$ cat src/rtl/aud_sclk_pkg.sv
package aud_sclk_pkg;
   localparam int unsigned DEF_DIV_W      = 8;
   localparam int unsigned DEF_SLOT_SHORT = 16;
   localparam int unsigned DEF_SLOT_LONG  = 32;
   localparam int unsigned DEF_PDIV_SHORT = 8;
   localparam int unsigned DEF_PDIV_LONG  = 4;

   typedef enum logic {
      SLOT_LEN_SHORT = 1'b0,
      SLOT_LEN_LONG  = 1'b1
   } slot_len_e;

   function automatic bit is_even_ge2(input int unsigned v);
      return (v >= 2) && ((v % 2) == 0);
   endfunction
endpackage

$ cat src/rtl/aud_sclk_lindiv.sv
module aud_sclk_lindiv #(
   parameter int unsigned DIV_W     = 8,
   parameter bit          DUAL_EDGE = 1'b1
) (
   input  logic             clk,
   input  logic             rst_n,
   input  logic             en_i,
   input  logic [DIV_W-1:0] div_i,
   input  logic             odd_i,
   output logic             out_o,
   output logic             start_o,
   output logic             wrap_o,
   output logic             hfall_o
);
   localparam int unsigned CW = DIV_W + 1;

   if (DIV_W < 2) begin : g_chk_w
      $error("aud_sclk_lindiv: DIV_W must be at least 2");
   end

   logic [CW-1:0] ratio;
   logic [CW-1:0] cnt;
   logic          run;
   logic          q_pos;
   logic          last;
   logic          hlast;

   // 2*div + odd is the concatenation of the two fields
   assign ratio = {div_i, odd_i};
   assign last  = (cnt == ratio - 1'b1);
   assign hlast = (cnt == {1'b0, div_i} - 1'b1);

   assign start_o = en_i && !run;
   assign wrap_o  = en_i && run && last;
   assign hfall_o = en_i && run && hlast;

   always_ff @(posedge clk or negedge rst_n) begin
      if (!rst_n) begin
         cnt   <= '0;
         run   <= 1'b0;
         q_pos <= 1'b0;
      end else if (!en_i) begin
         cnt   <= '0;
         run   <= 1'b0;
         q_pos <= 1'b0;
      end else if (!run) begin
         cnt   <= '0;
         run   <= 1'b1;
         q_pos <= 1'b1;
      end else begin
         if (last) begin
            cnt   <= '0;
            q_pos <= 1'b1;
         end else begin
            cnt <= cnt + 1'b1;
            if (hlast) q_pos <= 1'b0;
         end
      end
   end

   if (DUAL_EDGE) begin : g_reshape
      logic q_neg;
      always_ff @(negedge clk or negedge rst_n) begin
         if (!rst_n)     q_neg <= 1'b0;
         else if (!en_i) q_neg <= 1'b0;
         else            q_neg <= q_pos;
      end
      // odd ratio: stretch the high phase by half a kernel cycle
      assign out_o = q_pos | (odd_i & q_neg);
   end else begin : g_plain
      assign out_o = q_pos;
   end

   AST_CNT_RANGE: assert property (@(posedge clk) disable iff (!rst_n)
      run |-> (cnt < ratio)) else $error("cnt out of range");
   AST_OFF_QUIET: assert property (@(posedge clk) disable iff (!rst_n)
      !en_i |=> (!q_pos && cnt == '0)) else $error("divider active while disabled");
   AST_HIGH_START: assert property (@(posedge clk) disable iff (!rst_n)
      (en_i && !run) |=> q_pos) else $error("first period did not start high");
endmodule

$ cat src/rtl/aud_sclk_postdiv.sv
module aud_sclk_postdiv #(
   parameter int unsigned PDIV_SHORT = 8,
   parameter int unsigned PDIV_LONG  = 4
) (
   input  logic clk,
   input  logic rst_n,
   input  logic en_i,
   input  logic use_mclk_i,
   input  logic chan32_i,
   input  logic lin_i,
   input  logic start_i,
   input  logic wrap_i,
   input  logic hfall_i,
   output logic bclk_o,
   output logic bfall_o
);
   import aud_sclk_pkg::*;

   localparam int unsigned PMAX = (PDIV_SHORT > PDIV_LONG) ? PDIV_SHORT : PDIV_LONG;
   localparam int unsigned PW   = $clog2(PMAX) + 1;

   if (!is_even_ge2(PDIV_SHORT) || !is_even_ge2(PDIV_LONG)) begin : g_chk_p
      $error("aud_sclk_postdiv: post-divider ratios must be even and at least 2");
   end

   logic [PW-1:0] pdiv;
   logic [PW-1:0] phalf;
   logic [PW-1:0] p;
   logic          bq;
   logic          p_last;
   logic          p_mid;

   assign pdiv   = (slot_len_e'(chan32_i) == SLOT_LEN_LONG) ? PW'(PDIV_LONG) : PW'(PDIV_SHORT);
   assign phalf  = pdiv >> 1;
   assign p_last = (p == pdiv - 1'b1);
   assign p_mid  = (p == phalf - 1'b1);

   always_ff @(posedge clk or negedge rst_n) begin
      if (!rst_n) begin
         p  <= '0;
         bq <= 1'b0;
      end else if (!en_i) begin
         p  <= '0;
         bq <= 1'b0;
      end else if (start_i) begin
         p  <= '0;
         bq <= 1'b1;
      end else if (wrap_i) begin
         if (p_last) begin
            p  <= '0;
            bq <= 1'b1;
         end else begin
            p <= p + 1'b1;
            if (p_mid) bq <= 1'b0;
         end
      end
   end

   assign bclk_o  = use_mclk_i ? bq : lin_i;
   assign bfall_o = use_mclk_i ? (wrap_i && p_mid) : hfall_i;

   AST_PCNT_RANGE: assert property (@(posedge clk) disable iff (!rst_n)
      p < pdiv) else $error("post-divider count out of range");
   AST_BQ_ON_MCLK: assert property (@(posedge clk) disable iff (!rst_n)
      (en_i && $past(en_i) && !$stable(bq)) |-> $past(wrap_i || start_i))
      else $error("bit clock moved between master clock periods");
endmodule

$ cat src/rtl/aud_sclk_wsgen.sv
module aud_sclk_wsgen #(
   parameter int unsigned SLOT_SHORT = 16,
   parameter int unsigned SLOT_LONG  = 32
) (
   input  logic clk,
   input  logic rst_n,
   input  logic en_i,
   input  logic chan32_i,
   input  logic bfall_i,
   output logic ws_o
);
   import aud_sclk_pkg::*;

   localparam int unsigned SMAX = (SLOT_SHORT > SLOT_LONG) ? SLOT_SHORT : SLOT_LONG;
   localparam int unsigned BW   = $clog2(2 * SMAX) + 1;

   if (SLOT_SHORT < 1 || SLOT_LONG < 1) begin : g_chk_s
      $error("aud_sclk_wsgen: slot lengths must be at least 1");
   end

   logic [BW-1:0] slot;
   logic [BW-1:0] b;
   logic          ws_pos;
   logic          ws_neg;

   assign slot = (slot_len_e'(chan32_i) == SLOT_LEN_LONG) ? BW'(SLOT_LONG) : BW'(SLOT_SHORT);

   always_ff @(posedge clk or negedge rst_n) begin
      if (!rst_n) begin
         b      <= '0;
         ws_pos <= 1'b0;
      end else if (!en_i) begin
         b      <= '0;
         ws_pos <= 1'b0;
      end else if (bfall_i) begin
         if (b == (slot << 1) - 1'b1) begin
            b      <= '0;
            ws_pos <= 1'b0;
         end else begin
            b <= b + 1'b1;
            if (b == slot - 1'b1) ws_pos <= 1'b1;
         end
      end
   end

   // retime onto the falling kernel edge so the change lands in the low phase
   always_ff @(negedge clk or negedge rst_n) begin
      if (!rst_n)     ws_neg <= 1'b0;
      else if (!en_i) ws_neg <= 1'b0;
      else            ws_neg <= ws_pos;
   end

   assign ws_o = ws_neg;

   AST_BIT_RANGE: assert property (@(posedge clk) disable iff (!rst_n)
      b < (slot << 1)) else $error("slot bit count out of range");
   AST_WS_ON_FALL: assert property (@(posedge clk) disable iff (!rst_n)
      (en_i && $past(en_i) && !$stable(ws_pos)) |-> $past(bfall_i))
      else $error("word select moved without a bit clock fall");
endmodule

$ cat src/rtl/aud_sclk_gen.sv
module aud_sclk_gen #(
   parameter int unsigned DIV_W      = aud_sclk_pkg::DEF_DIV_W,
   parameter bit          DUAL_EDGE  = 1'b1,
   parameter int unsigned SLOT_SHORT = aud_sclk_pkg::DEF_SLOT_SHORT,
   parameter int unsigned SLOT_LONG  = aud_sclk_pkg::DEF_SLOT_LONG,
   parameter int unsigned PDIV_SHORT = aud_sclk_pkg::DEF_PDIV_SHORT,
   parameter int unsigned PDIV_LONG  = aud_sclk_pkg::DEF_PDIV_LONG
) (
   input  logic             clk,
   input  logic             rst_n,
   input  logic             en_i,
   input  logic [DIV_W-1:0] div_i,
   input  logic             odd_i,
   input  logic             mclk_oe_i,
   input  logic             chan32_i,
   output logic             mclk_o,
   output logic             bclk_o,
   output logic             ws_o,
   output logic             cfg_err_o
);
   localparam logic [DIV_W-1:0] SAFE_DIV = DIV_W'(2);

   if (PDIV_SHORT * SLOT_SHORT != PDIV_LONG * SLOT_LONG) begin : g_chk_mclk
      $error("aud_sclk_gen: master clock ratio must match for both slot lengths");
   end

   logic             bad_div;
   logic [DIV_W-1:0] eff_div;
   logic             eff_odd;
   logic             lin_clk;
   logic             lin_start;
   logic             lin_wrap;
   logic             lin_hfall;
   logic             bit_fall;
   logic             err_q;

   assign bad_div = (div_i < SAFE_DIV);
   assign eff_div = bad_div ? SAFE_DIV : div_i;
   assign eff_odd = bad_div ? 1'b0 : odd_i;

   aud_sclk_lindiv #(.DIV_W(DIV_W), .DUAL_EDGE(DUAL_EDGE)) lindiv_i (
      .clk     (clk),
      .rst_n   (rst_n),
      .en_i    (en_i),
      .div_i   (eff_div),
      .odd_i   (eff_odd),
      .out_o   (lin_clk),
      .start_o (lin_start),
      .wrap_o  (lin_wrap),
      .hfall_o (lin_hfall)
   );

   aud_sclk_postdiv #(.PDIV_SHORT(PDIV_SHORT), .PDIV_LONG(PDIV_LONG)) postdiv_i (
      .clk        (clk),
      .rst_n      (rst_n),
      .en_i       (en_i),
      .use_mclk_i (mclk_oe_i),
      .chan32_i   (chan32_i),
      .lin_i      (lin_clk),
      .start_i    (lin_start),
      .wrap_i     (lin_wrap),
      .hfall_i    (lin_hfall),
      .bclk_o     (bclk_o),
      .bfall_o    (bit_fall)
   );

   aud_sclk_wsgen #(.SLOT_SHORT(SLOT_SHORT), .SLOT_LONG(SLOT_LONG)) wsgen_i (
      .clk      (clk),
      .rst_n    (rst_n),
      .en_i     (en_i),
      .chan32_i (chan32_i),
      .bfall_i  (bit_fall),
      .ws_o     (ws_o)
   );

   always_ff @(posedge clk or negedge rst_n) begin
      if (!rst_n)                 err_q <= 1'b0;
      else if (en_i && bad_div)   err_q <= 1'b1;
   end

   assign cfg_err_o = err_q;
   assign mclk_o    = mclk_oe_i & lin_clk;

   AST_ERR_STICKY: assert property (@(posedge clk) disable iff (!rst_n)
      cfg_err_o |=> cfg_err_o) else $error("error flag cleared");
   AST_ERR_SET: assert property (@(posedge clk) disable iff (!rst_n)
      (en_i && div_i < SAFE_DIV) |=> cfg_err_o) else $error("illegal divide not flagged");
endmodule

$ cat config.mk
export PLATFORM = sky130hd
export DESIGN_NAME = aud_sclk_gen
export DESIGN_NICKNAME = d
export VERILOG_FILES = /design/src/rtl/aud_sclk_pkg.sv /design/src/rtl/aud_sclk_lindiv.sv /design/src/rtl/aud_sclk_postdiv.sv /design/src/rtl/aud_sclk_wsgen.sv /design/src/rtl/aud_sclk_gen.sv
export SDC_FILE = /design/constraint.sdc
export NUM_CORES = 1
export LEC_CHECK = 0
export BUFFER_PORTS_ARGS = -buffer_cell sky130_fd_sc_hd__buf_2
export CORE_ASPECT_RATIO = 2
export CORE_MARGIN = 2
export CORE_UTILIZATION = 40
export DETAILED_ROUTE_END_ITERATION = 10
export MAX_ROUTING_LAYER = met4
export PLACE_DENSITY_LB_ADDON = 0.2
export SLEW_MARGIN = 20
export SYNTH_ARGS = -nofsm -noshare
export SYNTH_HDL_FRONTEND = slang
export SYNTH_HIERARCHICAL = 1
export SYNTH_SLANG_ARGS = --single-unit
$ cat constraint.sdc
create_clock -name clk -period 3.67 [get_ports clk]
set_input_delay 0.1835 -clock clk [delete_from_list [all_inputs] [get_ports clk]]
set_output_delay 0.1835 -clock clk [all_outputs]
set_load 0.1 [all_outputs]
**Yosys cells after proc, flatten, opt, wreduce, memory -nomap -nowiden**

Cells that the tools add are included.

- Register bits after elaboration: 27
- Latch bits: 0
- Bits in writable memories: 0
- Bits in read-only memories: 0
- Bits of input ports: 14
- Memories: 0

- Add/sub/neg operators: 9
- Multipliers: 0
- Divide/modulo/power cells: 0
- Order comparisons: 1
- Eq/ne operators: 11
- Shifts and indexed selects: 0
- Multiplexer cells: 32
- Bitwise logic cells: 3
- Reductions and logical operators: 9

Operator list:

| operator | number |
|---|---|
| 9-bit two-way mux | 3 |
| 7-bit two-way mux | 3 |
| 4-bit two-way mux | 5 |
| 1-bit two-way mux | 19 |
| 9-bit equality test | 2 |
| 7-bit equality test | 2 |
| 7-bit by 1-bit subtractor with 7-bit output, second input constant | 2 |
| 9-bit by 1-bit adder with 9-bit output, second input constant | 1 |
| 8-bit by 1-bit subtractor with 9-bit output, second input constant | 1 |
| 9-bit by 1-bit subtractor with 9-bit output, second input constant | 1 |
| 4-bit equality test | 2 |
| 8-bit by 2-bit < comparator with 1-bit output, second input constant | 1 |
| 8-bit two-way mux | 1 |
| 7-bit by 1-bit adder with 7-bit output, second input constant | 1 |
| 1-bit logical AND | 6 |
| 6-bit two-way mux | 1 |
| 3-bit by 1-bit inequality test with 1-bit output, second input constant | 2 |
| 4-bit by 1-bit adder with 4-bit output, second input constant | 1 |
| 4-bit by 1-bit inequality test with 1-bit output, second input constant | 1 |
| 4-bit inequality test, second input constant | 1 |
| 2-bit AND reduction | 2 |
| 3-bit by 1-bit subtractor with 4-bit output, second input constant | 1 |
| 4-bit by 1-bit subtractor with 4-bit output, second input constant | 1 |
| 1-bit AND | 2 |
| other kinds (3) | 3 |

**Logic depth before layout (Yosys ltp)**

- Depth after elaboration: 9
- Gate-level depth with buffers: 17
- Mapped depth without buffers: 17

**Modules after synthesis**

Netlist, hierarchy kept.

By module, submodules not included:

| module | instances | cells each | area an instance (µm²) | sequential area each (µm²) |
|---|---|---|---|---|
| aud_sclk_lindiv | 1 | 132 | 1111.1 | 300.3 |
| aud_sclk_wsgen | 1 | 52 | 481.7 | 225.2 |
| aud_sclk_postdiv | 1 | 33 | 311.5 | 125.1 |
| aud_sclk_gen | 1 | 15 | 116.4 | 25.0 |

==> summary.md <==
| Metric | Value |
|---|---|
| Flops & latches, synth | `27` |
| Endpoints failing hold | `0` |
| Crit path launch type | `primary input` |
| Core Footprint | `0.00486 mm²` |
| Ys Warns | `6` |
| Syn Std Cell Area | `0.00202 mm²` |
| CP Class | `primary input to flop` |
| Clock sinks | `27` |
| Hold EP | `lindiv_i/run$_DFF_PN0_` |
| First-pass GRT wire length | `8.08 mm` |
| Overflow left after global routing | `0` |
| Critical path required time | `3820 ps` |
| Placed Area | `0.00229 mm²` |
| Top post-synthesis cells by count | `dfrtp_1 (25), nand2_1 (21), nor2_1 (21), xor2_1 (21), xnor2_1 (15)` |
| Vias per cell | `5.52` |
| Max-cap viol count | `0` |
| DRT antenna net count | `0` |
| Worst hold-check path type | `primary input to flop` |
| Worst R2R End | `wsgen_i/b[5]$_DFFE_PN0P_` |
| Rows | `36` |
| Fmax | `0.297 GHz` |
| Area delta synth->final | `18.3%` |
| Clk root buf | `clkbuf_8` |
| Total power | `613 µW` |
| Status | `completed` |
| R2R Setup Slk | `810 ps` |
| TritonCTS Buffers | `3` |
| Syn Nets | `251` |
| Worst-skew pair later-pin latency | `270 ps` |
| Port Buffers | `17` |
| CTS clk-pin slew, worst paths | `90 ps` |
| Area leader, netlist | `dfrtp_1` |
| Ys flop type | `dfrtp_1` |
| TritonCTS clock tree | `yes` |
| Skew final | `11.7 ps` |
| Worst reg2reg path depth | `12` |
| Maximum fanout along the worst path | `5` |
| Largest net degree at the start of global routing | `19` |
| GP Congestion | `0.861` |
| Post-synthesis sequential area ratio | `0.334` |
| Worst R2R Start | `lindiv_i/cnt[6]$_DFF_PN0_` |
| Mean Syn Cell Area | `8.71 µm²` |
| Hold path depth | `2` |
| Initial antenna violation count | `0` |
| Final period util | `0.917` |
| RSZ-0062 raised after global routing | `no` |
| Drt pass-1 iters | `4` |
| Starting density of the core | `0.415` |
| Routed len/inst | `15.4 µm` |
| Async S/R FF share, synth | `1.00` |
| Drc violations | `0` |
| Width of the chip | `54.3 µm` |
| Synth top area cells | `dfrtp_1 (31%), xor2_1 (9.1%), xnor2_1 (6.5%), nand2_1 (3.9%), nor2_1 (3.9%)` |
| Arrival time at the worst endpoint | `3520 ps` |
| Leak | `1.05 nW` |
| Least-Margin Pin Slew | `507 ps` |
| DR iter-0 viols | `42` |
| Post-route cell area | `0.00239 mm²` |
| Height of the die | `105 µm` |
| Slew Limit Fails | `0` |
| Die area | `0.00567 mm²` |
| Clock buffer depth | `2` |
| Share of layout cells above drive strength 1 | `0.260` |
| Post-detail-place hpwl | `4.03 mm` |
| Hold Path Origin | `en_i` |
| Wirelength, routed | `4.97 mm` |
| # H-tree levels | `1` |
| Setup ws final | `303 ps` |
| Peak VDD IR | `0.000247 V` |
| Gr usage total | `0.197` |
| Finish-stage setup viols | `0` |
| Top-count cell post-synth | `dfrtp_1` |
| Library cells used by synthesis | `54` |
| Pre-CTS setup slack | `-107 ps` |
| # nets final | `285` |
| Ant diodes | `0` |
| Post-synth EDFFs | `0` |
| Top-area cell type share of the netlist area | `0.310` |
| PwrDens | `256 mW/mm²` |
| Min Tclk post-route | `3370 ps` |
| I/O Pins | `18` |
| Vias in the first global route | `1757` |
| Crit path capture type | `flop` |
| WHS | `298 ps` |
| Slew margin rel. | `0.659` |
| Post-Synthesis Cells | `232` |
| Vias post-DR | `1778` |
| Setup_tns | `0 ps` |
sequential cells by signal, indices dropped and copies added (netlist names):
| signal | count |
|---|---|
| cfg_err_o | 1 |
| lindiv_i/run | 1 |
| wsgen_i/ws_o | 1 |
| lindiv_i/g_reshape.q_neg | 1 |
| postdiv_i/p | 4 |
| postdiv_i/bq | 1 |
| lindiv_i/q_pos | 1 |
| wsgen_i/ws_pos | 1 |
| lindiv_i/cnt | 9 |
| wsgen_i/b | 7 |
cells by family (layout without fill, tap and decap cells):
group / Yosys count / in the layout / synth area share
AO/OA/AOI/OAI: 38 / 38 / 0.134
XOR/XNOR: 36 / 36 / 0.156
adder cells (fa/ha/maj): 5 / 5 / 0.0310
buffers and inverters: 29 / 62 / 0.0681
flip-flops: 27 / 27 / 0.334
multiplexers: 3 / 3 / 0.0161
AND/OR/NAND/NOR: 94 / 94 / 0.261
layout by cell type (no fill, tap or decap), types with 7 or more instances in the layout:
| cell | synthesis | routed |
|---|---|---|
| inv_1 | 11 | 11 |
| nand2_1 | 21 | 21 |
| xor2_1 | 21 | 21 |
| dfrtp_1 | 25 | 25 |
| nor2_1 | 21 | 20 |
| buf_4 | 0 | 29 |
| buf_2 | 3 | 17 |
| and2_1 | 7 | 7 |
| a21oi_1 | 7 | 7 |
| nand3_1 | 8 | 8 |
| xnor2_1 | 15 | 15 |
per-layer routing:
layer	vias to the layer above	global-route usage	part of all wire
li1	868	-	-
met1	873	0.186	0.34
met2	27	0.368	0.61
met3	10	0.0158	0.017
met4	0	0.0857	0.035
met5	-	-	0
per-stage QoR:
stage / utilization / std cells
global placement: 0.471 / 316
global route: 0.491 / 322
CTS: 0.483 / 321
finish: 0.491 / 322
detailed placement: 0.471 / 316
floorplan: - / 232
worst max-delay path by stage:
stage,start,to,slack [ps]
global route,div_i[6],wsgen_i/b[5]$_DFFE_PN0P_,10
CTS,div_i[3],wsgen_i/b[3]$_DFFE_PN0P_,180
detailed placement,div_i[3],wsgen_i/b[3]$_DFFE_PN0P_,-110
global placement,div_i[6],wsgen_i/b[3]$_DFFE_PN0P_,40
finish,div_i[6],wsgen_i/b[5]$_DFFE_PN0P_,300
floorplan,div_i[6],wsgen_i/b[5]$_DFFE_PN0P_,30
power by group:
part	internal, mW	switching, mW
Combinational	0.0526	0.0879
Clock	0.0776	0.0879
Sequential	0.303	0.00447
cell type report:
type | count | area [µm²]
clock buffers | 4 | 45.0
repair buffers | 47 | 313
flip-flops and latches | 27 | 676
inverters | 11 | 41.3
well taps | 57 | 71.3
fillers | 500 | 2470
multi-input cells | 176 | 1240
what timing repair did:
| item | 4_1_cts | 5_1_grt |
|---|---|---|
| setup endpoints to repair | 0 | 8 |
| gates resized for setup | 0 | 6 |
| endpoints found under the hold margin | 13 | 0 |
| hold buffers | 1 | 0 |
| buffers inserted | 0 | 1 |
worst max-delay path, stage by stage:
cell and delay, ps:
buf_2 120, nor4_4 300, buf_4 170, a21o_2 120
inv_1 60, ha_1 190, buf_4 160, nor2b_1 150
o211ai_1 160, o211ai_1 110, o21ai_0 160, nand3_1 190
nor2_2 140, nand2_1 80, nor4_2 250, mux2_2 210
nand2_1 70, or3_1 390, o2111ai_1 230, o31ai_1 100
No activity file was read; power rests on OpenSTA's default activity.
